File: config.mk
export PLATFORM = sky130hd
export DESIGN_NAME = dac_dual_stage_latch
export DESIGN_NICKNAME = d
export VERILOG_FILES = /design/src/rtl/dac_latch_pkg.sv /design/src/rtl/dac_sync_chain.sv /design/src/rtl/dac_hold_stage.sv /design/src/rtl/dac_code_stage.sv /design/src/rtl/dac_dual_stage_latch.sv
export SDC_FILE = /design/constraint.sdc
export NUM_CORES = 1
export LEC_CHECK = 0
export BUFFER_PORTS_ARGS = -buffer_cell sky130_fd_sc_hd__buf_4
export CAP_MARGIN = 20
export CORE_MARGIN = 5
export CORE_UTILIZATION = 30
export DETAILED_ROUTE_END_ITERATION = 10
export PLACE_DENSITY = 0.56
export SKIP_LAST_GASP = 1
export SYNTH_ARGS = -nofsm -noshare
export SYNTH_HDL_FRONTEND = slang
export SYNTH_SLANG_ARGS = --single-unit
File: constraint.sdc
create_clock -name clk -period 1.4 [get_ports clk]
set_clock_uncertainty 0.05 [all_clocks]
set_input_delay 0.07 -clock clk [delete_from_list [all_inputs] [get_ports clk]]
set_output_delay 0.07 -clock clk [all_outputs]
set_load 0.03 [all_outputs]
File: src/rtl/dac_latch_pkg.sv
package dac_latch_pkg;
  localparam int unsigned STROBE_N = 3;

  typedef struct packed {
    logic cs_n;
    logic wr_n;
    logic ld_n;
  } strobe_t;

  localparam strobe_t STROBE_IDLE = '{cs_n: 1'b1, wr_n: 1'b1, ld_n: 1'b1};
endpackage

File: src/rtl/dac_sync_chain.sv
module dac_sync_chain #(
  parameter int unsigned W      = 1,
  parameter int unsigned STAGES = 2,
  parameter logic [W-1:0] RST_VAL = '0
) (
  input  logic         clk,
  input  logic         rst_n,
  input  logic [W-1:0] din,
  output logic [W-1:0] dout
);
  logic [W-1:0] stage_q [STAGES];

  for (genvar s = 0; s < STAGES; s++) begin : g_stage
    always_ff @(posedge clk or negedge rst_n) begin
      if (!rst_n) begin
        stage_q[s] <= RST_VAL;
      end else if (s == 0) begin
        stage_q[s] <= din;
      end else begin
        stage_q[s] <= stage_q[(s == 0) ? 0 : s-1];
      end
    end
  end

  assign dout = stage_q[STAGES-1];

  // each stage passes on the value the stage before held one edge earlier
  p_chain_shift_r8: assert property (@(posedge clk) disable iff (!rst_n)
    $past(rst_n) |-> stage_q[0] == $past(din));
endmodule

File: src/rtl/dac_hold_stage.sv
module dac_hold_stage #(
  parameter int unsigned DATA_W = 14
) (
  input  logic              clk,
  input  logic              rst_n,
  input  logic              wr_act,
  input  logic [DATA_W-1:0] d,
  output logic [DATA_W-1:0] q,
  output logic [DATA_W-1:0] q_next
);
  always_comb begin
    q_next = q;
    if (wr_act) q_next = d;
  end

  always_ff @(posedge clk or negedge rst_n) begin
    if (!rst_n) q <= '0;
    else        q <= q_next;
  end

  p_hold_follow_r2: assert property (@(posedge clk) disable iff (!rst_n)
    wr_act |=> q == $past(d));
  p_hold_keep_r3: assert property (@(posedge clk) disable iff (!rst_n)
    !wr_act |=> $stable(q));
endmodule

File: src/rtl/dac_code_stage.sv
module dac_code_stage #(
  parameter int unsigned DATA_W = 14
) (
  input  logic              clk,
  input  logic              rst_n,
  input  logic              ld_act,
  input  logic [DATA_W-1:0] d,
  output logic [DATA_W-1:0] q,
  output logic              changed
);
  logic [DATA_W-1:0] q_next;

  always_comb begin
    q_next = q;
    if (ld_act) q_next = d;
  end

  always_ff @(posedge clk or negedge rst_n) begin
    if (!rst_n) begin
      q       <= '0;
      changed <= 1'b0;
    end else begin
      q       <= q_next;
      changed <= (q_next != q);
    end
  end

  p_code_follow_r4: assert property (@(posedge clk) disable iff (!rst_n)
    ld_act |=> q == $past(d));
  p_code_keep_r5: assert property (@(posedge clk) disable iff (!rst_n)
    !ld_act |=> $stable(q));
endmodule

File: src/rtl/dac_dual_stage_latch.sv
module dac_dual_stage_latch
  import dac_latch_pkg::*;
#(
  parameter int unsigned DATA_W      = 14,
  parameter int unsigned SYNC_STAGES = 2
) (
  input  logic              clk,
  input  logic              rst_n,
  input  logic              cs_n,
  input  logic              wr_n,
  input  logic              ld_n,
  input  logic [DATA_W-1:0] bus_data,
  output logic [DATA_W-1:0] dac_code,
  output logic              dac_updated
);
  strobe_t           strobe_raw, strobe_s;
  logic [DATA_W-1:0] data_s;
  logic [DATA_W-1:0] hold_q, hold_next;
  logic              wr_act, ld_act;

  assign strobe_raw = '{cs_n: cs_n, wr_n: wr_n, ld_n: ld_n};

  dac_sync_chain #(.W(STROBE_N), .STAGES(SYNC_STAGES), .RST_VAL(STROBE_IDLE)) u_strobe_sync (
    .clk(clk), .rst_n(rst_n), .din(strobe_raw), .dout(strobe_s));

  dac_sync_chain #(.W(DATA_W), .STAGES(SYNC_STAGES), .RST_VAL('0)) u_data_sync (
    .clk(clk), .rst_n(rst_n), .din(bus_data), .dout(data_s));

  assign wr_act = !strobe_s.cs_n && !strobe_s.wr_n;
  assign ld_act = !strobe_s.ld_n;

  dac_hold_stage #(.DATA_W(DATA_W)) u_hold (
    .clk(clk), .rst_n(rst_n), .wr_act(wr_act), .d(data_s),
    .q(hold_q), .q_next(hold_next));

  // the code stage sees the holding stage's next value, so both stages
  // open together pass the bus straight through in one evaluation
  dac_code_stage #(.DATA_W(DATA_W)) u_code (
    .clk(clk), .rst_n(rst_n), .ld_act(ld_act), .d(hold_next),
    .q(dac_code), .changed(dac_updated));

  p_pulse_on_change_r7: assert property (@(posedge clk) disable iff (!rst_n)
    dac_updated |-> dac_code != $past(dac_code));
  p_no_pulse_when_steady_r7: assert property (@(posedge clk) disable iff (!rst_n)
    !dac_updated |-> $stable(dac_code));
  p_transparent_r6: assert property (@(posedge clk) disable iff (!rst_n)
    (wr_act && ld_act) |=> dac_code == $past(data_s));
  p_reset_idle_r1: assert property (@(posedge clk)
    !rst_n |-> (dac_code == '0 && !dac_updated && hold_q == '0));
endmodule

==> flow_metrics.tcl, run 1 <==
set metrics [dict create \
    setup.worst_path.end_class "flip-flop" \
    worstPathCellList "nor2_4, mux2_4, xnor2_2, o311a_1, a31oi_1" \
    max-vdd-ir-drop_uv 821 \
    cp_max_fo 8 \
    p_int_mw 3.60 \
    rsz0062_at_grt "yes" \
    antenna_found_initial 0 \
    pwr-share-comb_pct 19.9 \
    grt_max_degree 33 \
    start_kind "flip-flop" \
    via_count 1491 \
    cap_violations 0 \
    instances_no_fill 350 \
    ys_types 34 \
    violations "setup timing" \
    core-area_um2 7610 \
    startpoint "u_strobe_sync.dout[2]" \
    rows 32 \
    final_hold_viol_count 0 \
    synth_ff_type "dfrtp_1" \
    viasPerCell 4.26 \
    cts.sinks 63 \
    seq_area_frac_synth_pct 68.6 \
    power_frac_seq_pct 44.2 \
    dp.final_hpwl_mm 3.09 \
    final_cell_mix "dfrtp_1, buf_4, dlygate4sd3_1" \
    p_switching_mw 1.25 \
    p_leak_nw 1.54 \
    antenna_left 0 \
    cts_buffers 9 \
    overflow 0 \
    clock-root-buffer "clkbuf_8" \
    r2r_cells 5 \
    antennaDiodeCount 0 \
    status "finished, violations left" \
    critical_path.max_stage_delay_ns 0.38 \
    die_h_um 97.7 \
    die_w_um 97.7 \
    numPortBuffers 33 \
    dp.cells 313 \
    initial_utilization_pct 30.3 \
    cts_tree "done" \
    final_nets 262 \
    switching_share_pct 25.8 \
    ys_ff_latch 63 \
    r2r-start "u_strobe_sync.dout[2]" \
    cts_buffer_depth 2 \
    hold_ws_ns 0.164 \
    async_flop_share_pct 100 \
    path_clk_slew_ns 0.06 \
    areaGrowthSynthToFinish_pct 45.6 \
    gp_congestion 0.806 \
    grt_pass1_wl_mm 7.63 \
    htreeDepth 3 \
    cp_num_cells 5 \
    synth_area_um2 2310 \
    pwr-share-clk_pct 35.9 \
    finalMaxSlewViolations 0 \
    min_period_ns 1.55 \
    syn_inst 165 \
    period_share_pct 111 \
    yosysWarningCount 0 \
    synth_area_per_cell_um2 14.0 \
    worst-path-buf-inv 0 \
    drive_gt1_share_pct 44.4 \
    cp_slowest_cell "dfstp_2" \
    drtPass1Iterations 5 \
    layout_commonest_cell "dfrtp_1" \
    fin_ws_ns -0.154 \
    crit_family "flip-flops" \
    wirelength_mm 4.56 \
    maxSlewHeadroom_pct 72.6 \
    grt_usage_pct 10.3 \
    io_pins 34 \
    synth_nets 184 \
    worstMarginPinSlew_ns 0.411 \
    cp.required_ns 1.57 \
    drtIter0Drc 65 \
    grt_pass1_vias 1614 \
    clock.fmax_mhz 644 \
    powerDensity_nw_per_um2 1440 \
    worstPathArrival_ns 1.72 \
    crit_type "reg -> reg" \
    synth-edff-count 0 \
    hp-class "in -> async" \
    n_fill_cell 722 \
    wl_per_cell_um 13.0 \
    route.detailed.drc 0 \
    die-area_um2 9550 \
    setup_violations 10 \
    clk_latency_ns 0.34 \
]
## power groups by stage
| stage | Clock (mW) | Combinational [mW] | Sequential, mW |
|---|---|---|---|
| 3_5_place_dp | 0 | 0.847 | 2.17 |
| 6_report | 1.74 | 0.967 | 2.14 |
| 2_1_floorplan | 0 | 0.349 | 2.29 |
| 4_1_cts | 1.80 | 0.931 | 2.14 |
| 5_1_grt | 1.90 | 1.05 | 2.17 |
| 3_3_place_gp | 0 | 0.843 | 2.17 |
## flip-flops by register name, indices dropped and copies added (netlist names)
register               count
u_strobe_sync.dout         3
u_code.q                  14
u_hold.q                  14
u_strobe_sync.stage_q      3
u_data_sync.dout          14
u_data_sync.stage_q       14
u_code.changed             1
## per-layer routing
layer / vias to the layer above / part of all wire (%) / global-route usage [%]
met5: - / 0 / 0
met1: 724 / 46 / 12.3
met3: 9 / 3.8 / 3.80
met4: 0 / 2.5 / 5.96
met2: 31 / 48 / 16.0
li1: 727 / - / -
## cells by family (layout without fill, tap and decap cells)
kind of cell | count (synthesis) | after routing | share of synthesized area (%)
multiplexers | 18 | 18 | 9.11
AO/OA/AOI/OAI | 31 | 31 | 9.21
AND/OR/NAND/NOR | 29 | 29 | 6.34
buffers and inverters | 14 | 97 | 2.93
flip-flops | 63 | 63 | 68.6
XOR/XNOR | 10 | 10 | 3.79
## per-stage QoR
| step | setup TNS (ns) | setup slack, ns | power (mW) | util [%] | instance area, um^2 |
|---|---|---|---|---|---|
| global route | -1.86 | -0.256 | 5.11 | 44.2 | 3360 |
| detailed placement | -0.836 | -0.177 | 3.02 | 37.0 | 2820 |
| finish | -0.916 | -0.154 | 4.85 | 44.2 | 3360 |
| floorplan | -0.247 | -0.0957 | 2.64 | - | 2320 |
| global placement | -0.750 | -0.172 | 3.02 | 37.0 | 2820 |
| CTS | -0.946 | -0.165 | 4.87 | 43.0 | 3270 |
## final timing paths
check	end	slack (ns)
setup reg to reg	u_code.changed	-0.15
setup / recovery	u_code.changed	-0.15
min in group clk	u_data_sync.dout[11]	0.29
hold / removal	u_data_sync.stage_q[26]	0.16
max in group asynchronous	u_data_sync.stage_q[25]	0.63
hold reg to reg	u_data_sync.dout[11]	0.29
## cell usage after synthesis (all sizes together) (3+ instances only)
library cell / count / area, um^2
nand2b: 3 / 18.8
nor2: 9 / 41.3
dfrtp: 57 / 1430
a21oi: 7 / 35.0
dfstp: 6 / 158
o21ai: 8 / 40.0
xor2: 6 / 52.6
o2bb2ai: 4 / 35.0
mux2: 18 / 210
nand2: 8 / 30.0
inv: 10 / 37.5
xnor2: 4 / 35.0
## final cells by class
cell class / count / area (um^2) / share of cell area (%)
flip-flops and latches: 63 / 1580 / 47.1
clock buffers: 13 / 159 / 4.73
clock inverters: 3 / 65.1 / 1.94
repair buffers: 71 / 629 / 18.7
inverters: 10 / 37.5 / 1.12
well taps: 102 / 128 / 3.80
multi-input cells: 88 / 758 / 22.6
## repair_timing
action | CTS | global route
pin swaps | 6 | 4
gates resized for setup | 13 | 23
buffers inserted | 0 | 4
endpoints found under the setup margin | 13 | 15
gates cloned | 0 | 0
hold buffers | 18 | 0
hold endpoints to repair | 80 | 0
(Power assumes the default switching activity.)
==> run 2, diff against run 1 <==
--- a/config.mk
+++ b/config.mk
@@ -9,6 +9,7 @@
 export CAP_MARGIN = 20
 export CORE_MARGIN = 5
 export CORE_UTILIZATION = 30
+export CTS_BUF_LIST = sky130_fd_sc_hd__clkbuf_2
 export DETAILED_ROUTE_END_ITERATION = 10
 export PLACE_DENSITY = 0.56
 export SKIP_LAST_GASP = 1
==> flow_metrics.tcl, run 2 (synthesized netlist as in run 1, its figures left out) <==
set metrics [dict create \
    status "finished, violations left" \
    violations "setup timing" \
    wl_per_cell_um 12.8 \
    worstPathArrival_ns 1.87 \
    start_kind "flip-flop" \
    antenna_left 0 \
    grt_pass1_vias 1616 \
    layout_commonest_cell "dfrtp_1" \
    r2r_cells 4 \
    path_clk_slew_ns 0.16 \
    grt_max_degree 33 \
    clk_latency_ns 0.48 \
    final_hold_viol_count 0 \
    drive_gt1_share_pct 44.0 \
    rows 32 \
    hp-class "in -> reg" \
    io_pins 34 \
    max-vdd-ir-drop_uv 978 \
    cts_buffers 9 \
    grtUsageMet3_pct 3.45 \
    wirelength_mm 4.52 \
    powerDensity_nw_per_um2 1320 \
    htreeDepth 3 \
    cts.sinks 63 \
    hold-path-endpoint "u_data_sync.stage_q[24]" \
    clock-root-buffer "clkbuf_2" \
    holdPathStages 2 \
    setup_violations 9 \
    p_total_mw 4.35 \
    met1_usage_pct 12.3 \
    hold_start "bus_data[10]" \
    die-area_um2 9550 \
    cp.required_ns 1.71 \
    drtIter0Drc 47 \
    power_frac_seq_pct 49.3 \
    n_fill_cell 733 \
    p_leak_nw 1.52 \
    drtPass1Iterations 4 \
    rrSetupSlack_ns -0.16 \
    finalMaxSlewViolations 0 \
    rsz0062_at_grt "yes" \
    p_int_mw 3.12 \
    grt_pass1_wl_mm 7.61 \
    r2r-start "u_strobe_sync.dout[2]" \
    gp_congestion 0.806 \
    switching_share_pct 28.2 \
    areaGrowthSynthToFinish_pct 43.0 \
    final_cell_mix "dfrtp_1, buf_4, dlygate4sd3_1" \
    core-area_um2 7610 \
    overflow 0 \
    dp.final_hpwl_mm 3.09 \
    pwr-share-clk_pct 27.7 \
    timing.rr.end "u_code.q[8]" \
    pwr-share-comb_pct 23.0 \
    fin_ws_ns -0.162 \
    cp_max_fo 8 \
    setup.worst_path.end_class "flip-flop" \
    dp.cells 313 \
    grt_usage_pct 10.2 \
    cts_buffer_depth 2 \
    busiest_layer "met2" \
    clock.fmax_mhz 640 \
    die_w_um 97.7 \
    die_h_um 97.7 \
    antennaDiodeCount 0 \
    cap_violations 0 \
    cts_tree "done" \
    maxSlewHeadroom_pct 72.6 \
    viasPerCell 4.25 \
    min_period_ns 1.56 \
    final_nets 264 \
    initial_utilization_pct 30.3 \
    period_share_pct 112 \
    numPortBuffers 33 \
    p_switching_mw 1.23 \
    crit_type "reg -> reg" \
    worstMarginPinSlew_ns 0.411 \
    route.detailed.drc 0 \
    grt_use_met2_pct 16.1 \
    via_count 1496 \
    antenna_found_initial 0 \
    instances_no_fill 352 \
]
==> run 2: changes by cell type in the layout (fill, tap and decap cells not counted), sizes merged <==
| cell | previous run | this run |
|---|---|---|
| buf | 53 | 54 |
| dlygate4sd3 | 18 | 19 |
| clkinv | 1 | 3 |
| clkbuf | 13 | 11 |
==> run 2: worst max-delay path, cell delays in order (launching register included) <==
cell     delay [ns]
dfstp_2        0.41
nor2_4         0.27
mux2_4         0.36
buf_6          0.12
mux2_2         0.26
==> run 2: area by class of cell <==
| cell class | instances | area (um^2) | area share [%] |
|---|---|---|---|
| flip-flops and latches | 63 | 1580 | 48.0 |
| multi-input cells | 88 | 759 | 23.0 |
| clock inverters | 5 | 72.6 | 2.20 |
| clock buffers | 11 | 55.1 | 1.67 |
| inverters | 10 | 37.5 | 1.14 |
| repair buffers | 73 | 666 | 20.2 |
| well taps | 102 | 128 | 3.87 |
==> run 2: routing by layer <==
layer	part of all wire [%]	wire [um]
met5	0	0
met4	2.3	104
met3	3.8	173
met2	47	2120
met1	47	2130
==> run 2: power by group through the flow <==
stage / Combinational, mW / Sequential (mW) / Clock [mW]
2_1_floorplan: 0.349 / 2.29 / 0
3_3_place_gp: 0.843 / 2.17 / 0
3_5_place_dp: 0.847 / 2.17 / 0
4_1_cts: 0.963 / 2.14 / 1.25
5_1_grt: 1.08 / 2.17 / 1.34
6_report: 1.00 / 2.14 / 1.20
==> run 2: timing repair <==
| item | 4_1_cts | 5_1_grt |
|---|---|---|
| buffers inserted | 3 | 2 |
| resized for setup | 17 | 24 |
| pin swaps | 6 | 4 |
| hold endpoints to repair | 80 | 0 |
| setup endpoints to repair | 14 | 19 |
| gates cloned | 0 | 0 |
| hold buffers | 19 | 0 |
==> run 2: worst max-delay path by stage <==
| stage | start | end | slack [ns] | cells after the start |
|---|---|---|---|---|
| 3_5_place_dp | u_strobe_sync.dout[2] | u_code.q[0] | -0.18 | 4 |
| 3_3_place_gp | u_strobe_sync.dout[2] | u_code.q[0] | -0.17 | 4 |
| 2_1_floorplan | u_strobe_sync.dout[2] | u_code.q[12] | -0.1 | 4 |
| 4_1_cts | u_strobe_sync.dout[1] | u_code.q[8] | -0.17 | 4 |
| 5_1_grt | u_strobe_sync.dout[2] | u_code.changed | -0.26 | 6 |
| 6_report | u_strobe_sync.dout[2] | u_code.q[8] | -0.16 | 4 |
==> run 2: metrics by stage <==
step                instance area, um^2  utilization, %  hold WS [ns]  TNS (ns)  setup WS, ns
floorplan                          2320               -        -0.276    -0.247       -0.0957
finish                             3300            43.4         0.189    -0.942        -0.162
global placement                   2820            37.0       -0.0196    -0.750        -0.172
global route                       3300            43.4         0.126     -1.89        -0.260
CTS                                3220            42.3         0.128     -1.01        -0.170
detailed placement                 2820            37.0       -0.0155    -0.836        -0.177
==> run 3, diff against run 2 <==
--- a/config.mk
+++ b/config.mk
@@ -15,4 +15,5 @@
 export SKIP_LAST_GASP = 1
 export SYNTH_ARGS = -nofsm -noshare
 export SYNTH_HDL_FRONTEND = slang
+export SYNTH_HIERARCHICAL = 1
 export SYNTH_SLANG_ARGS = --single-unit
==> flow_metrics.tcl, run 3 <==
set metrics [dict create \
    status "finished, violations left" \
    violations "setup timing" \
    synth-edff-count 0 \
    finalMaxSlewViolations 0 \
    n_fill_cell 724 \
    synth_nets 151 \
    die_h_um 95.8 \
    worst-path-buf-inv 1 \
    htreeDepth 3 \
    grt_pass1_vias 1329 \
    drtIter0Drc 32 \
    crit_family "flip-flops" \
    worstPathCellList "nor2_4, buf_4, mux2_2, xnor2_1, nand4_1, o31a_1" \
    final_hold_viol_count 0 \
    io_pins 34 \
    synth_top_area_share_pct 64.5 \
    fin_ws_ns -0.494 \
    dpl_cell_area_um2 2610 \
    cts_buffer_depth 2 \
    maxSlewHeadroom_pct 73.1 \
    seq_area_frac_synth_pct 71.6 \
    cp.required_ns 1.73 \
    setup.worst_path.end_class "flip-flop" \
    synth_area_per_cell_um2 16.7 \
    numPortBuffers 33 \
    ys_ff_latch 63 \
    route.detailed.drc 0 \
    die-area_um2 9190 \
    synth.area.top_cells "dfrtp_1, mux2_2, dfstp_2" \
    rsz0062_at_grt "yes" \
    start_kind "flip-flop" \
    drive_gt1_share_pct 49.2 \
    design_area_um2 2900 \
    gp_congestion 0.739 \
    dp.cells 260 \
    antenna_left 0 \
    grt_usage_pct 9.72 \
    areaGrowthSynthToFinish_pct 31.2 \
    powerDensity_nw_per_um2 1320 \
    yosys-top-cells-count "dfrtp_1, mux2_2, buf_4" \
    clock-root-buffer "clkbuf_2" \
    yosysWarningCount 6 \
    rows 31 \
    initial_utilization_pct 30.6 \
    antennaDiodeCount 0 \
    synth_ff_type "dfrtp_1" \
    antenna_found_initial 0 \
    critical_path.max_stage_delay_ns 0.41 \
    p_total_mw 3.82 \
    via_count 1131 \
    viasPerCell 3.82 \
    post-place-ws_ns -0.516 \
    wirelength_mm 3.77 \
    multi_input_area_um2 504 \
    period_share_pct 135 \
    syn_inst 132 \
    worstMarginPinSlew_ns 0.404 \
    layout_commonest_cell "dfrtp_1" \
    grt_max_degree 34 \
    path_clk_slew_ns 0.17 \
    synth_most_common_cell "dfrtp_1" \
    core-area_um2 7210 \
    cts.sinks 63 \
    ys_types 14 \
    hp-class "in -> reg" \
    p_leak_nw 1.30 \
    crit_type "reg -> reg" \
    cts_tree "done" \
    cp_slowest_cell "dfstp_2" \
    seq_area_um2 1580 \
    synth_area_um2 2210 \
    cap_violations 0 \
    max-vdd-ir-drop_uv 837 \
    async_flop_share_pct 100 \
    yosysTopAreaCell "dfrtp_1" \
    grt_pass1_wl_mm 6.45 \
    drtPass1Iterations 3 \
    wl_per_cell_um 12.7 \
    min_period_ns 1.89 \
    clk_latency_ns 0.47 \
    instances_no_fill 296 \
    cts_buffers 9 \
    dp.final_hpwl_mm 2.55 \
    final_nets 211 \
    setup_violations 18 \
    overflow 0 \
    final_cell_mix "dfrtp_1, buf_4, mux2_2" \
    cp_max_fo 6 \
    clock.fmax_mhz 528 \
    die_w_um 95.8 \
    worstPathArrival_ns 2.23 \
]
run 3: cell count changes after synthesis, moves of 8 or more:
cell	before	now
mux2_2	16	28
o21ai_0	8	0
nand2_1	8	0
buf_4	0	17
inv_1	10	1
run 3: repair_timing:
action | CTS | global route
pin swaps | 1 | 0
gates cloned | 0 | 0
gates resized for setup | 2 | 5
hold buffers | 19 | 0
hold endpoints to repair | 80 | 0
endpoints found under the setup margin | 20 | 22
setup buffers | 0 | 2
run 3: cells by family after synthesis:
kind of cell / after synthesis / share of synthesized area [%]
simple gates: 5 / 1.24
buf+inv: 21 / 6.90
xor+xnor: 14 / 5.55
mux: 28 / 14.3
flops: 63 / 71.6
compound gates: 1 / 0.396
run 3: final cells by class:
| class | count | share of cell area (%) |
|---|---|---|
| Tap cell | 99 | 4.27 |
| Clock buffer | 9 | 1.55 |
| Multi-Input combinational cell | 48 | 17.4 |
| Sequential cell | 63 | 54.6 |
| Timing Repair Buffer | 69 | 21.0 |
| Inverter | 1 | 0.129 |
| Clock inverter | 7 | 1.04 |
run 3: per-stage QoR:
step | setup TNS [ns] | util [%] | hold slack [ns]
floorplan | -1.84 | - | -0.276
global placement | -2.53 | 36.1 | -0.0349
detailed placement | -2.78 | 36.1 | -0.0180
CTS | -3.24 | 39.9 | 0.145
global route | -3.69 | 40.2 | 0.119
finish | -2.98 | 40.2 | 0.190
run 3: power by group:
part | internal, mW | total [mW] | switching (mW)
sequential | 2.01 | 2.13 | 0.110
clock | 0.202 | 0.799 | 0.597
combinational | 0.482 | 0.897 | 0.415
total | 2.70 | 3.82 | 1.12
run 3: worst paths after layout:
path	cells after the start	from	slack, ns	endpoint
max reg2reg	6	u_strobe_sync/dout[1]	-0.49	u_code/changed
max	6	u_strobe_sync/dout[1]	-0.49	u_code/changed
max in group asynchronous	4	rst_n	0.24	u_hold/q[9]
min reg2reg	0	u_data_sync/stage_q[14]	0.32	u_data_sync/dout[0]
min	2	bus_data[13]	0.19	u_data_sync/stage_q[27]
min in group asynchronous	3	rst_n	0.54	u_code/changed
run 3: metal layers:
metal	share of wire [%]	wire length, um	up-vias	GRT usage (%)
met2	49	1850	26	15.1
met1	44	1640	551	11.5
met4	2.5	95	0	5.69
met3	4.9	185	9	3.60
li1	-	-	545	-
met5	0	0	-	0
